## src/rtl/acc_alu_pkg.sv

```systemverilog
package acc_alu_pkg;

   // status word bit positions
   localparam int ST_Z  = 0;
   localparam int ST_C  = 1;
   localparam int ST_N  = 2;
   localparam int ST_IE = 3;

   localparam int OP_W = 5;

   typedef enum logic [OP_W-1:0] {
      OP_INCR     = 5'd0,
      OP_ADDC     = 5'd1,
      OP_MOVE_IN  = 5'd2,
      OP_OR       = 5'd3,
      OP_AND      = 5'd4,
      OP_XOR      = 5'd5,
      OP_ROTL     = 5'd6,
      OP_ROTR     = 5'd7,
      OP_DECR     = 5'd8,
      OP_SUBB     = 5'd9,
      OP_ADD      = 5'd10,
      OP_BSET     = 5'd11,
      OP_BTEST    = 5'd12,
      OP_BCLR     = 5'd13,
      OP_MOVE_OUT = 5'd14,
      OP_COMPARE  = 5'd15
   } op_e;

   typedef enum logic [2:0] {
      RES_SUM,
      RES_OR,
      RES_AND,
      RES_XOR,
      RES_SRC,
      RES_ACC,
      RES_ROTL,
      RES_ROTR
   } res_sel_e;

   typedef enum logic [1:0] {
      CI_ZERO,
      CI_ONE,
      CI_CARRY
   } cin_sel_e;

   typedef enum logic [1:0] {
      BOP_NONE,
      BOP_SET,
      BOP_CLR,
      BOP_TEST
   } bit_op_e;

   typedef struct packed {
      res_sel_e res;
      logic     a_is_acc;
      logic     b_zero;
      logic     sub;
      cin_sel_e cin;
      logic     wr;
      logic     wr_acc;
      logic     upd_nz;
      logic     upd_c;
      bit_op_e  bop;
   } ctl_t;

endpackage

```

## src/rtl/acc_alu_decode.sv

```systemverilog
module acc_alu_decode
   import acc_alu_pkg::*;
(
   input  logic [OP_W-1:0] op,
   output ctl_t            ctl,
   output logic            legal
);

   assign legal = ~op[OP_W-1];

   always_comb begin
      ctl          = '0;
      ctl.res      = RES_SUM;
      ctl.cin      = CI_ZERO;
      ctl.bop      = BOP_NONE;
      case (op)
         OP_INCR: begin
            ctl.b_zero = 1'b1;
            ctl.cin    = CI_ONE;
            ctl.wr     = 1'b1;
            ctl.upd_nz = 1'b1;
            ctl.upd_c  = 1'b1;
         end
         OP_ADDC: begin
            ctl.a_is_acc = 1'b1;
            ctl.cin      = CI_CARRY;
            ctl.wr       = 1'b1;
            ctl.wr_acc   = 1'b1;
            ctl.upd_nz   = 1'b1;
            ctl.upd_c    = 1'b1;
         end
         OP_MOVE_IN: begin
            ctl.res    = RES_SRC;
            ctl.wr     = 1'b1;
            ctl.wr_acc = 1'b1;
            ctl.upd_nz = 1'b1;
         end
         OP_OR: begin
            ctl.res    = RES_OR;
            ctl.wr     = 1'b1;
            ctl.wr_acc = 1'b1;
            ctl.upd_nz = 1'b1;
         end
         OP_AND: begin
            ctl.res    = RES_AND;
            ctl.wr     = 1'b1;
            ctl.wr_acc = 1'b1;
            ctl.upd_nz = 1'b1;
         end
         OP_XOR: begin
            ctl.res    = RES_XOR;
            ctl.wr     = 1'b1;
            ctl.wr_acc = 1'b1;
            ctl.upd_nz = 1'b1;
         end
         OP_ROTL: begin
            ctl.res    = RES_ROTL;
            ctl.wr     = 1'b1;
            ctl.upd_nz = 1'b1;
            ctl.upd_c  = 1'b1;
         end
         OP_ROTR: begin
            ctl.res    = RES_ROTR;
            ctl.wr     = 1'b1;
            ctl.upd_nz = 1'b1;
            ctl.upd_c  = 1'b1;
         end
         OP_DECR: begin
            ctl.b_zero = 1'b1;
            ctl.sub    = 1'b1;
            ctl.cin    = CI_ONE;
            ctl.wr     = 1'b1;
            ctl.upd_nz = 1'b1;
            ctl.upd_c  = 1'b1;
         end
         OP_SUBB: begin
            ctl.a_is_acc = 1'b1;
            ctl.sub      = 1'b1;
            ctl.cin      = CI_CARRY;
            ctl.wr       = 1'b1;
            ctl.wr_acc   = 1'b1;
            ctl.upd_nz   = 1'b1;
            ctl.upd_c    = 1'b1;
         end
         OP_ADD: begin
            ctl.a_is_acc = 1'b1;
            ctl.wr       = 1'b1;
            ctl.wr_acc   = 1'b1;
            ctl.upd_nz   = 1'b1;
            ctl.upd_c    = 1'b1;
         end
         OP_BSET:  ctl.bop = BOP_SET;
         OP_BTEST: ctl.bop = BOP_TEST;
         OP_BCLR:  ctl.bop = BOP_CLR;
         OP_MOVE_OUT: begin
            ctl.res    = RES_ACC;
            ctl.wr     = 1'b1;
            ctl.upd_nz = 1'b1;
         end
         OP_COMPARE: begin
            ctl.a_is_acc = 1'b1;
            ctl.sub      = 1'b1;
            ctl.upd_nz   = 1'b1;
            ctl.upd_c    = 1'b1;
         end
         default: ctl.bop = BOP_NONE;
      endcase
   end

endmodule

```

## src/rtl/acc_alu_adder.sv

```systemverilog
module acc_alu_adder #(
   parameter int W      = 8,
   parameter bit RIPPLE = 1'b0
) (
   input  logic [W-1:0] a,
   input  logic [W-1:0] b,
   input  logic         ci,
   input  logic         sub,
   output logic [W-1:0] sum,
   output logic         co
);

   // add: sum = a + b + ci, co = carry out
   // sub: sum = a - b - ci, co = borrow out
   if (RIPPLE) begin : g_ripple
      logic [W:0]   c;
      logic [W-1:0] bx;
      assign bx   = sub ? ~b : b;
      assign c[0] = sub ? ~ci : ci;
      for (genvar i = 0; i < W; i++) begin : g_bit
         assign sum[i]  = a[i] ^ bx[i] ^ c[i];
         assign c[i+1]  = (a[i] & bx[i]) | (c[i] & (a[i] ^ bx[i]));
      end
      assign co = sub ? ~c[W] : c[W];
   end else begin : g_flat
      logic [W:0] t;
      logic [W:0] ce;
      assign ce = {{W{1'b0}}, ci};
      assign t  = sub ? ({1'b0, a} - {1'b0, b} - ce)
                      : ({1'b0, a} + {1'b0, b} + ce);
      assign sum = t[W-1:0];
      assign co  = t[W];
   end

endmodule

```

## src/rtl/acc_alu_datapath.sv

```systemverilog
module acc_alu_datapath
   import acc_alu_pkg::*;
#(
   parameter int DATA_W = 8,
   parameter int SEL_W  = 3,
   parameter bit RIPPLE = 1'b0
) (
   input  ctl_t              ctl,
   input  logic [DATA_W-1:0] acc,
   input  logic [DATA_W-1:0] src,
   input  logic [DATA_W-1:0] st,
   input  logic [SEL_W-1:0]  bsel,
   output logic [DATA_W-1:0] res,
   output logic [DATA_W-1:0] st_next
);

   logic [DATA_W-1:0] add_a;
   logic [DATA_W-1:0] add_b;
   logic [DATA_W-1:0] add_sum;
   logic              add_ci;
   logic              add_co;
   logic              c_new;
   logic              c_old;

   assign c_old = st[ST_C];
   assign add_a = ctl.a_is_acc ? acc : src;
   assign add_b = ctl.b_zero ? '0 : src;

   always_comb begin
      case (ctl.cin)
         CI_ONE:   add_ci = 1'b1;
         CI_CARRY: add_ci = c_old;
         default:  add_ci = 1'b0;
      endcase
   end

   acc_alu_adder #(.W(DATA_W), .RIPPLE(RIPPLE)) i_adder (
      .a   (add_a),
      .b   (add_b),
      .ci  (add_ci),
      .sub (ctl.sub),
      .sum (add_sum),
      .co  (add_co)
   );

   always_comb begin
      c_new = add_co;
      case (ctl.res)
         RES_OR:   res = acc | src;
         RES_AND:  res = acc & src;
         RES_XOR:  res = acc ^ src;
         RES_SRC:  res = src;
         RES_ACC:  res = acc;
         RES_ROTL: begin
            res   = {src[DATA_W-2:0], c_old};
            c_new = src[DATA_W-1];
         end
         RES_ROTR: begin
            res   = {c_old, src[DATA_W-1:1]};
            c_new = src[0];
         end
         default:  res = add_sum;
      endcase
   end

   always_comb begin
      st_next = st;
      if (ctl.upd_nz) begin
         st_next[ST_N] = res[DATA_W-1];
         st_next[ST_Z] = (res == '0);
      end
      if (ctl.upd_c) begin
         st_next[ST_C] = c_new;
      end
      case (ctl.bop)
         BOP_SET:  st_next[bsel]  = 1'b1;
         BOP_CLR:  st_next[bsel]  = 1'b0;
         BOP_TEST: st_next[ST_Z]  = ~acc[bsel];
         default:  st_next[ST_Z]  = st_next[ST_Z];
      endcase
   end

endmodule

```

## src/rtl/acc_alu_regbank.sv

```systemverilog
module acc_alu_regbank #(
   parameter int DATA_W = 8,
   parameter int SEL_W  = 3
) (
   input  logic                      clk,
   input  logic                      rst,
   input  logic                      we,
   input  logic [SEL_W-1:0]          waddr,
   input  logic [DATA_W-1:0]         wdata,
   input  logic [SEL_W-1:0]          raddr,
   output logic [DATA_W-1:0]         rdata,
   output logic [DATA_W-1:0]         racc,
   output logic [(DATA_W<<SEL_W)-1:0] flat
);

   localparam int NREGS = 1 << SEL_W;

   logic [DATA_W-1:0] q [NREGS];

   for (genvar i = 0; i < NREGS; i++) begin : g_reg
      always_ff @(posedge clk) begin
         if (rst) begin
            q[i] <= '0;
         end else if (we && (waddr == SEL_W'(i))) begin
            q[i] <= wdata;
         end
      end
      assign flat[i*DATA_W +: DATA_W] = q[i];
   end

   assign rdata = q[raddr];
   assign racc  = q[0];

endmodule

```

## src/rtl/acc_alu_status.sv

```systemverilog
module acc_alu_status #(
   parameter int DATA_W = 8,
   parameter int EXT_W  = 4
) (
   input  logic              clk,
   input  logic              rst,
   input  logic              upd,
   input  logic [DATA_W-1:0] st_in,
   input  logic [EXT_W-1:0]  ext_set,
   input  logic [EXT_W-1:0]  ext_clr,
   output logic [DATA_W-1:0] st
);

   localparam int HI = DATA_W - 1;

   logic [DATA_W-1:0] base;
   logic [DATA_W-1:0] nxt;

   always_comb begin
      base            = upd ? st_in : st;
      nxt             = base;
      nxt[HI -: EXT_W] = (base[HI -: EXT_W] & ~ext_clr) | ext_set;
   end

   always_ff @(posedge clk) begin
      if (rst) begin
         st <= '0;
      end else begin
         st <= nxt;
      end
   end

endmodule

```

## src/rtl/acc_alu_unit.sv

```systemverilog
module acc_alu_unit
   import acc_alu_pkg::*;
#(
   parameter int DATA_W = 8,
   parameter int SEL_W  = 3,
   parameter int EXT_W  = 4,
   parameter bit RIPPLE = 1'b0,
   localparam int INSTR_W = OP_W + SEL_W,
   localparam int FLAT_W  = DATA_W << SEL_W
) (
   input  logic               clk,
   input  logic               rst,
   input  logic               instr_valid,
   input  logic [INSTR_W-1:0] instr,
   input  logic [EXT_W-1:0]   ext_set,
   input  logic [EXT_W-1:0]   ext_clr,
   output logic [FLAT_W-1:0]  regs_flat,
   output logic [DATA_W-1:0]  status
);

   if (DATA_W != (1 << SEL_W)) begin : g_bad_sel
      $error("DATA_W must equal 2**SEL_W so a bit field covers the word");
   end
   if (EXT_W < 1 || EXT_W > DATA_W - 4) begin : g_bad_ext
      $error("EXT_W must fit above the four flag bits");
   end

   ctl_t              ctl;
   logic              legal;
   logic              exec;
   logic [SEL_W-1:0]  sel;
   logic [DATA_W-1:0] src;
   logic [DATA_W-1:0] acc;
   logic [DATA_W-1:0] res;
   logic [DATA_W-1:0] st_next;
   logic [SEL_W-1:0]  waddr;

   assign sel   = instr[SEL_W-1:0];
   assign exec  = instr_valid & legal;
   assign waddr = ctl.wr_acc ? '0 : sel;

   acc_alu_decode i_decode (
      .op    (instr[INSTR_W-1:SEL_W]),
      .ctl   (ctl),
      .legal (legal)
   );

   acc_alu_regbank #(.DATA_W(DATA_W), .SEL_W(SEL_W)) i_regbank (
      .clk   (clk),
      .rst   (rst),
      .we    (exec & ctl.wr),
      .waddr (waddr),
      .wdata (res),
      .raddr (sel),
      .rdata (src),
      .racc  (acc),
      .flat  (regs_flat)
   );

   acc_alu_datapath #(.DATA_W(DATA_W), .SEL_W(SEL_W), .RIPPLE(RIPPLE)) i_datapath (
      .ctl     (ctl),
      .acc     (acc),
      .src     (src),
      .st      (status),
      .bsel    (sel),
      .res     (res),
      .st_next (st_next)
   );

   acc_alu_status #(.DATA_W(DATA_W), .EXT_W(EXT_W)) i_status (
      .clk     (clk),
      .rst     (rst),
      .upd     (exec),
      .st_in   (st_next),
      .ext_set (ext_set),
      .ext_clr (ext_clr),
      .st      (status)
   );

endmodule

```

## config.mk

```make
export PLATFORM = sky130hd
export DESIGN_NAME = acc_alu_unit
export DESIGN_NICKNAME = d
export VERILOG_FILES = /design/src/rtl/acc_alu_pkg.sv /design/src/rtl/acc_alu_decode.sv /design/src/rtl/acc_alu_adder.sv /design/src/rtl/acc_alu_datapath.sv /design/src/rtl/acc_alu_regbank.sv /design/src/rtl/acc_alu_status.sv /design/src/rtl/acc_alu_unit.sv
export SDC_FILE = /design/constraint.sdc
export NUM_CORES = 1
export LEC_CHECK = 0
export BUFFER_PORTS_ARGS = -buffer_cell sky130_fd_sc_hd__buf_2
export CORE_MARGIN = 1.5
export CORE_UTILIZATION = 38
export CTS_CLUSTER_SIZE = 20
export DETAILED_ROUTE_END_ITERATION = 7
export SYNTH_ARGS = -nofsm -noshare
export SYNTH_HDL_FRONTEND = slang
export SYNTH_SLANG_ARGS = --single-unit
```

## constraint.sdc

```tcl
create_clock -name clk -period 6.59 [get_ports clk]
set_input_delay 1.318 -clock clk [delete_from_list [all_inputs] [get_ports clk]]
set_output_delay 1.318 -clock clk [all_outputs]
set_load 0.02 [all_outputs]
```

After elaboration in Yosys (flattened, before gate mapping):

Memory sizes are Yosys's and may differ from the RTL's.
Cells that the tools add are included.

* add/sub/neg operators: 4
* order comparisons: 2
* equality and inequality tests: 34
* multiplexer cells: 61
* bitwise operators: 21
* reductions and logical operators: 22

Operators with widths (count)
* $mux W8: 11
* $pmux W8 S7: 1
* $eq A5 B4 Y1 const B: 8
* $mux W1: 38
* $eq A3 B3 Y1 const B: 8
* $pmux W3 S7: 1
* $eq A5 B3 Y1 const B: 4
* $and A8 B8 Y8: 2
* $or A8 B8 Y8: 2
* $pmux W7 S2: 1
* $reduce_or A13 Y1: 1
* $eq A3 B2 Y1 const B: 4
* $reduce_or A12 Y1: 1
* $eq A5 B2 Y1 const B: 2
* $add A8 B8 Y9: 1
* $add A9 B1 Y9: 1
* $logic_and A1 B1 Y1: 9
* $mux W9: 1
* $sub A8 B8 Y9: 1
* $sub A9 B1 Y9: 1
* $logic_not A8 Y1: 1
* $not A8 Y8: 1
* $or A1 B1 Y1: 8
* $reduce_or A8 Y1: 1
* 27 further kinds: 35

* bits in registers: 8
* bits in writable memories: 64
* input bits: 19
* output and inout bits: 72
* logic and storage cells: 148
* memories: 1

Memories
* i_regbank.q: words 8, width 8, rd ports 9, clocked after Yosys merged registers in 0, wr ports 8, RTL line acc_alu_regbank.sv:18 `logic [DATA_W-1:0] q [NREGS];`

Depth between registers and ports, before layout:

* depth in word-level cells: 15
* gate-level depth with buffers: 21
* gate-level depth less buffers: 18

By module:

Synthesis repeated with hierarchy kept, for this count alone.

* cells, all modules: 611
* area, all modules: 6035.8 µm²

By module, submodules not included
* acc_alu_regbank: times used 1, cells an instance 203, area an instance 3047.9 µm², sequential area each 1921.8 µm²
* acc_alu_datapath: times used 1, cells an instance 212, area an instance 1453.9 µm², sequential area each 0.0 µm²
* acc_alu_adder: times used 1, cells an instance 119, area an instance 913.4 µm², sequential area each 0.0 µm²
* acc_alu_status: times used 1, cells an instance 30, area an instance 346.6 µm², sequential area each 160.2 µm²
* acc_alu_decode: times used 1, cells an instance 42, area an instance 242.7 µm², sequential area each 0.0 µm²
* acc_alu_unit: times used 1, cells an instance 5, area an instance 31.3 µm², sequential area each 0.0 µm²

Worst setup path before layout:

OpenSTA, ideal clock, no wires.

* kind: input -> register
* from: input instr[5]
* to: register i_status.st[0]
* setup time: 60 ps
* data arrival time: 4908 ps
* data required time: 6530 ps
* path slack: 1622 ps
* stages: 16
* buffers on the path: 3
* cell sequence: buf_2 or3b_1 a31oi_4 clkbuf_1 o21ai_0 fa_1 fa_1 nor2b_1 o31ai_1 and2_1 a221oi_1 a41o_1 buf_2 nand3_1 and4b_1 a41o_1

* word-level cells in the longest chain between the ends: 12
* elaborated cells on any way between the ends: 54
* classes of those cells: add/sub (4); eq/ne (27); mux (14); bitwise (2); reduce/logical (7)

RTL lines
* from (decl): RTL line acc_alu_unit.sv:14 `input logic [INSTR_W-1:0] instr,`
* $eq A5 B1 Y1, or another cell as far along: RTL line acc_alu_decode.sv:16 `case (op)`
* $reduce_or A4 Y1 (no source line) / $reduce_or A2 Y1 (equally long branches)
* $mux W1 / $pmux W2 S2 (equally long branches): RTL line acc_alu_decode.sv:16
* $mux W8, or another cell as far along: RTL line acc_alu_datapath.sv:26 `assign add_a = ctl.a_is_acc ? acc : src;`
* $add A8 B8 Y9, or another cell as far along: RTL line acc_alu_adder.sv:30 `: ({1'b0, a} + {1'b0, b} + ce);`
* $add A9 B1 Y9 / $sub A9 B1 Y9 (equally long branches): RTL line acc_alu_adder.sv:30, acc_alu_adder.sv:29
* $mux W9: RTL line acc_alu_adder.sv:29 `assign t = sub ? ({1'b0, a} - {1'b0, b} - ce)`
* $pmux W8 S7: RTL line acc_alu_datapath.sv:48 `case (ctl.res)`
* $logic_not A8 Y1: RTL line acc_alu_datapath.sv:70 `st_next[ST_Z] = (res == '0);`
* $mux W1: RTL line acc_alu_datapath.sv:68 `if (ctl.upd_nz) begin`
* $and A8 B8 Y8 (no source line) / $or A8 B8 Y8 (equally long branches)
* $pmux W1 S3 *: RTL line acc_alu_datapath.sv:75 `case (ctl.bop)`
* to (signal assigned): RTL line acc_alu_status.sv:29 `st <= nxt;`
* to (decl): RTL line acc_alu_status.sv:11 `output logic [DATA_W-1:0] st`

Every way passes the cells marked *; elsewhere a longest branch is shown, timed or not.
A chain may end at the register's enable or synchronous reset.

Worst setup path in the final report:

* from: input instr[1]
* to: register i_status.st[0]

* word-level cells in the longest chain between the ends: 10
* elaborated cells on any way between the ends: 26
* classes of those cells: add/sub (4); order compare (2); mux (10); bitwise (7); reduce/logical (2); memory (1)

RTL lines (RTL line)
* $mem_v2 Z8 W8
* $mux W8, on equally long branches: acc_alu_datapath.sv:26, acc_alu_datapath.sv:27
* $add A8 B8 Y9 / $sub A8 B8 Y9 (equally long branches): acc_alu_adder.sv:30, acc_alu_adder.sv:29
* $add A9 B1 Y9 / $sub A9 B1 Y9 (equally long branches): acc_alu_adder.sv:30, acc_alu_adder.sv:29
* $mux W9: acc_alu_adder.sv:29
* $pmux W8 S7: acc_alu_datapath.sv:48
* $logic_not A8 Y1: acc_alu_datapath.sv:70
* $mux W1: acc_alu_datapath.sv:68
* $and A8 B8 Y8 (no source line) / $or A8 B8 Y8 (equally long branches)
* $pmux W1 S3 *: acc_alu_datapath.sv:75

Every way passes the cells marked *; elsewhere a longest branch is shown, timed or not. The select of a mux whose other input is x is not followed.

==> impl_metrics.py <==
metrics = {
    "floorplan": {
        "ios": 91,
        "die_area_sq_um": 15400,
        "die_h_um": 124,
        "initial_core_util": 0.387,
        "rows": 44,
        "coreArea_sq_um": 14400,
        "dieWidth_um": 124,
    },
    "yosys": {
        "synth-compound-area-share": 0.180,
        "synth-adder-area-share": 0.110,
        "synth_area_leaders": "edfxtp_1 (34%), ha_1 (9.2%), nor2_1 (7.3%)",
        "yosysTopAreaCell": "edfxtp_1",
        "yosys_warnings": 0,
        "synth.mux.area_fraction": 0.0746,
        "syn_nets": 674,
        "synth_top_family_by_area": "simple AND/OR/NAND/NOR gates",
        "syn_area_per_cell_sq_um": 9.17,
        "synth-xor-area-share": 0.0125,
        "netlist_area_sq_um": 5590,
        "ys_seq_elements": 72,
        "ys_types": 72,
        "synth_edf_count": 64,
        "ys_seq_area_frac": 0.373,
        "netlist_instances": 609,
        "ys_async_sr_fraction": 0,
        "synth-simple-area-share": 0.195,
        "synth_flop_cell": "edfxtp_1",
        "synth_top_area_share": 0.344,
    },
    "worst_setup_path": {
        "end_kind": "register",
        "startpoint_type": "input pin",
        "critPathKind": "input pin to register",
        "reg2reg_slack_ns": 2.21,
        "worst_ep_required_time_ns": 6.87,
        "worst-endpoint-arrival_ns": 5.58,
        "critPathMaxFanout": 14,
    },
    "clock_network": {
        "clkSinkCount": 72,
        "cts_buffer_depth": 2,
        "cts_htree_levels": 3,
        "cts_tree": "done",
        "cts_repair_resize_count": 0,
        "clock_latency_ns": 0.33,
        "cts.reportedPaths.clkPinSlew_ns": 0.06,
        "cts-buffers-inserted": 9,
        "post_cts_buffers": 0,
        "cts-root-buf": "clkbuf_16",
        "holdBufCountCts": 0,
    },
    "cells_and_area": {
        "final_layout_size_suffix_gt1_frac": 0.197,
        "fin_nets": 752,
        "syn_to_final_growth_pct": 15.3,
        "final_cell_mix": "nor2_1 (109), buf_2 (90), edfxtp_1 (64), nand2_1 (56), ha_1 (41)",
        "final_common_cell": "nor2_1",
        "n_antenna_cell": 0,
        "design_area_sq_um": 6440,
    },
    "timing": {
        "rsz0062_at_grt": "no",
        "fin_skew_ns": 0.00819,
        "max_freq_ghz": 0.189,
        "setup_viol": 0,
        "finalMaxSlewViolations": 0,
        "tns_ns": 0,
        "tightest_slew_ns": 0.970,
        "min_period_ns": 5.30,
        "hold_viol_final": 0,
        "slew_headroom": 0.348,
        "fin_crit_sh": 0.805,
    },
    "worst_hold_path": {
        "hp-class": "register to register",
    },
    "global_routing": {
        "globalRouteMet1Util": 0.303,
        "grt_use_total": 0.230,
        "gr-usage-met3": 0.0309,
        "grt.overflow.total": 0,
        "grt_first_pass_wirelength_um": 28200,
        "gr-max-usage-layer": "met2",
        "grt_max_degree": 26,
        "grt_pass1_vias": 4938,
        "grt_antenna_before_repair": 0,
        "grt.met2_usage": 0.389,
    },
    "route": {
        "drtIter0Drc": 400,
        "routed_via_density": 5.70,
        "vias": 4993,
        "drc": 0,
        "wl_per_cell_um": 20.5,
        "routed_wl_um": 18000,
        "ant_nets": 0,
        "drt-pass1-iter-count": 7,
    },
    "placement": {
        "io_buffer_count": 90,
        "placed_cell_area_sq_um": 6170,
        "hpwl_um": 13900,
        "gp_congestion": 0.939,
    },
    "power_and_ir_drop": {
        "cellLeakagePower_nw": 2.79,
        "peakVddDrop_mv": 0.189,
        "power_density_nw_per_um2": 222,
    },
    "run": {
        "max_cap_violations": 0,
    },
    "outcome": {
        "status": "finished clean",
    },
}
cell usage after synthesis (4+ instances only):
cell type / count
buf_2: 12
a31oi_1: 4
a21o_1: 16
clkbuf_1: 13
nand2b_1: 9
nand3_1: 7
o21ai_1: 5
and2_1: 6
o21ai_0: 18
fa_1: 5
a221oi_1: 8
o22ai_1: 7
nor2_1: 109
nor2b_1: 14
mux2i_1: 12
xor2_1: 5
a21oi_1: 27
ha_1: 41
dfxtp_1: 8
nand2_1: 56
inv_2: 4
edfxtp_1: 64
nand4_1: 4
a22oi_1: 4
a32oi_1: 4
inv_1: 39
o21a_1: 7
mux4_2: 9
nor3_1: 18
path summary, 6_finish.rpt:
kind                           from        endpoint  cells past startpoint
setup / recovery           instr[1]  i_status.st[0]                     16
hold / removal       i_status.st[3]  i_status.st[3]                      2
setup reg to reg  i_regbank.q[0][0]  i_status.st[0]                     15
hold reg to reg      i_status.st[3]  i_status.st[3]                      2
kinds of logic after synthesis:
logic type               count (synthesis)
AND/OR/NAND/NOR                        241
adder cells (fa/ha/maj)                 46
multiplexers                            28
buffers and inverters                   74
XOR/XNOR                                 8
AO/OA/AOI/OAI                          140
flip-flops                              72
sequential cells by signal (all words and copies together) (netlist names):
register,cells
i_regbank.q,64
i_status.st,8
layout make-up:
type	count	area [sq um]
Fill cell	1414	7980
Multi-Input combinational cell	463	3200
Sequential cell	72	2080
Timing Repair Buffer	95	488
Tap cell	184	230
Clock buffer	10	229
Inverter	46	173
Clock inverter	6	42.5
report_power, final:
| group | internal, mW | switching [mW] | total [mW] |
|---|---|---|---|
| sequential | 0.517 | 0.0184 | 0.536 |
| combinational | 0.157 | 0.291 | 0.448 |
| clock | 0.256 | 0.193 | 0.449 |
per-layer routing:
metal / share of wire / wire length (um) / up-vias
li1: - / - / 2344
met1: 0.44 / 7840 / 2410
met2: 0.48 / 8650 / 207
met3: 0.057 / 1030 / 32
met4: 0.024 / 438 / 0
met5: 0 / 0 / -
critical path, cell delays in order:
cell,delay (ns)
buf_2,0.36
mux4_2,0.55
nand2_1,0.09
nand2_1,0.15
o21ai_0,0.54
fa_1,0.29
inv_1,0.07
fa_1,0.39
o21ai_0,0.25
nand2_1,0.10
xor2_1,0.15
a221oi_1,0.39
a41o_1,0.36
nand3_1,0.12
and4b_1,0.27
a41o_1,0.17
stage by stage:
| stage | cells | util | hold slack (ns) | power (mW) | setup slack (ns) |
|---|---|---|---|---|---|
| floorplan | 609 | - | 0.559 | 0.863 | 1.62 |
| global placement | 860 | 0.428 | 0.475 | 0.985 | 1.04 |
| detailed placement | 860 | 0.428 | 0.483 | 0.988 | 1.01 |
| CTS | 876 | 0.447 | 0.491 | 1.43 | 1.32 |
| global route | 876 | 0.447 | 0.518 | 1.50 | 1.02 |
| finish | 876 | 0.447 | 0.491 | 1.43 | 1.29 |
Note: power is estimated with default switching activity, not from simulation.
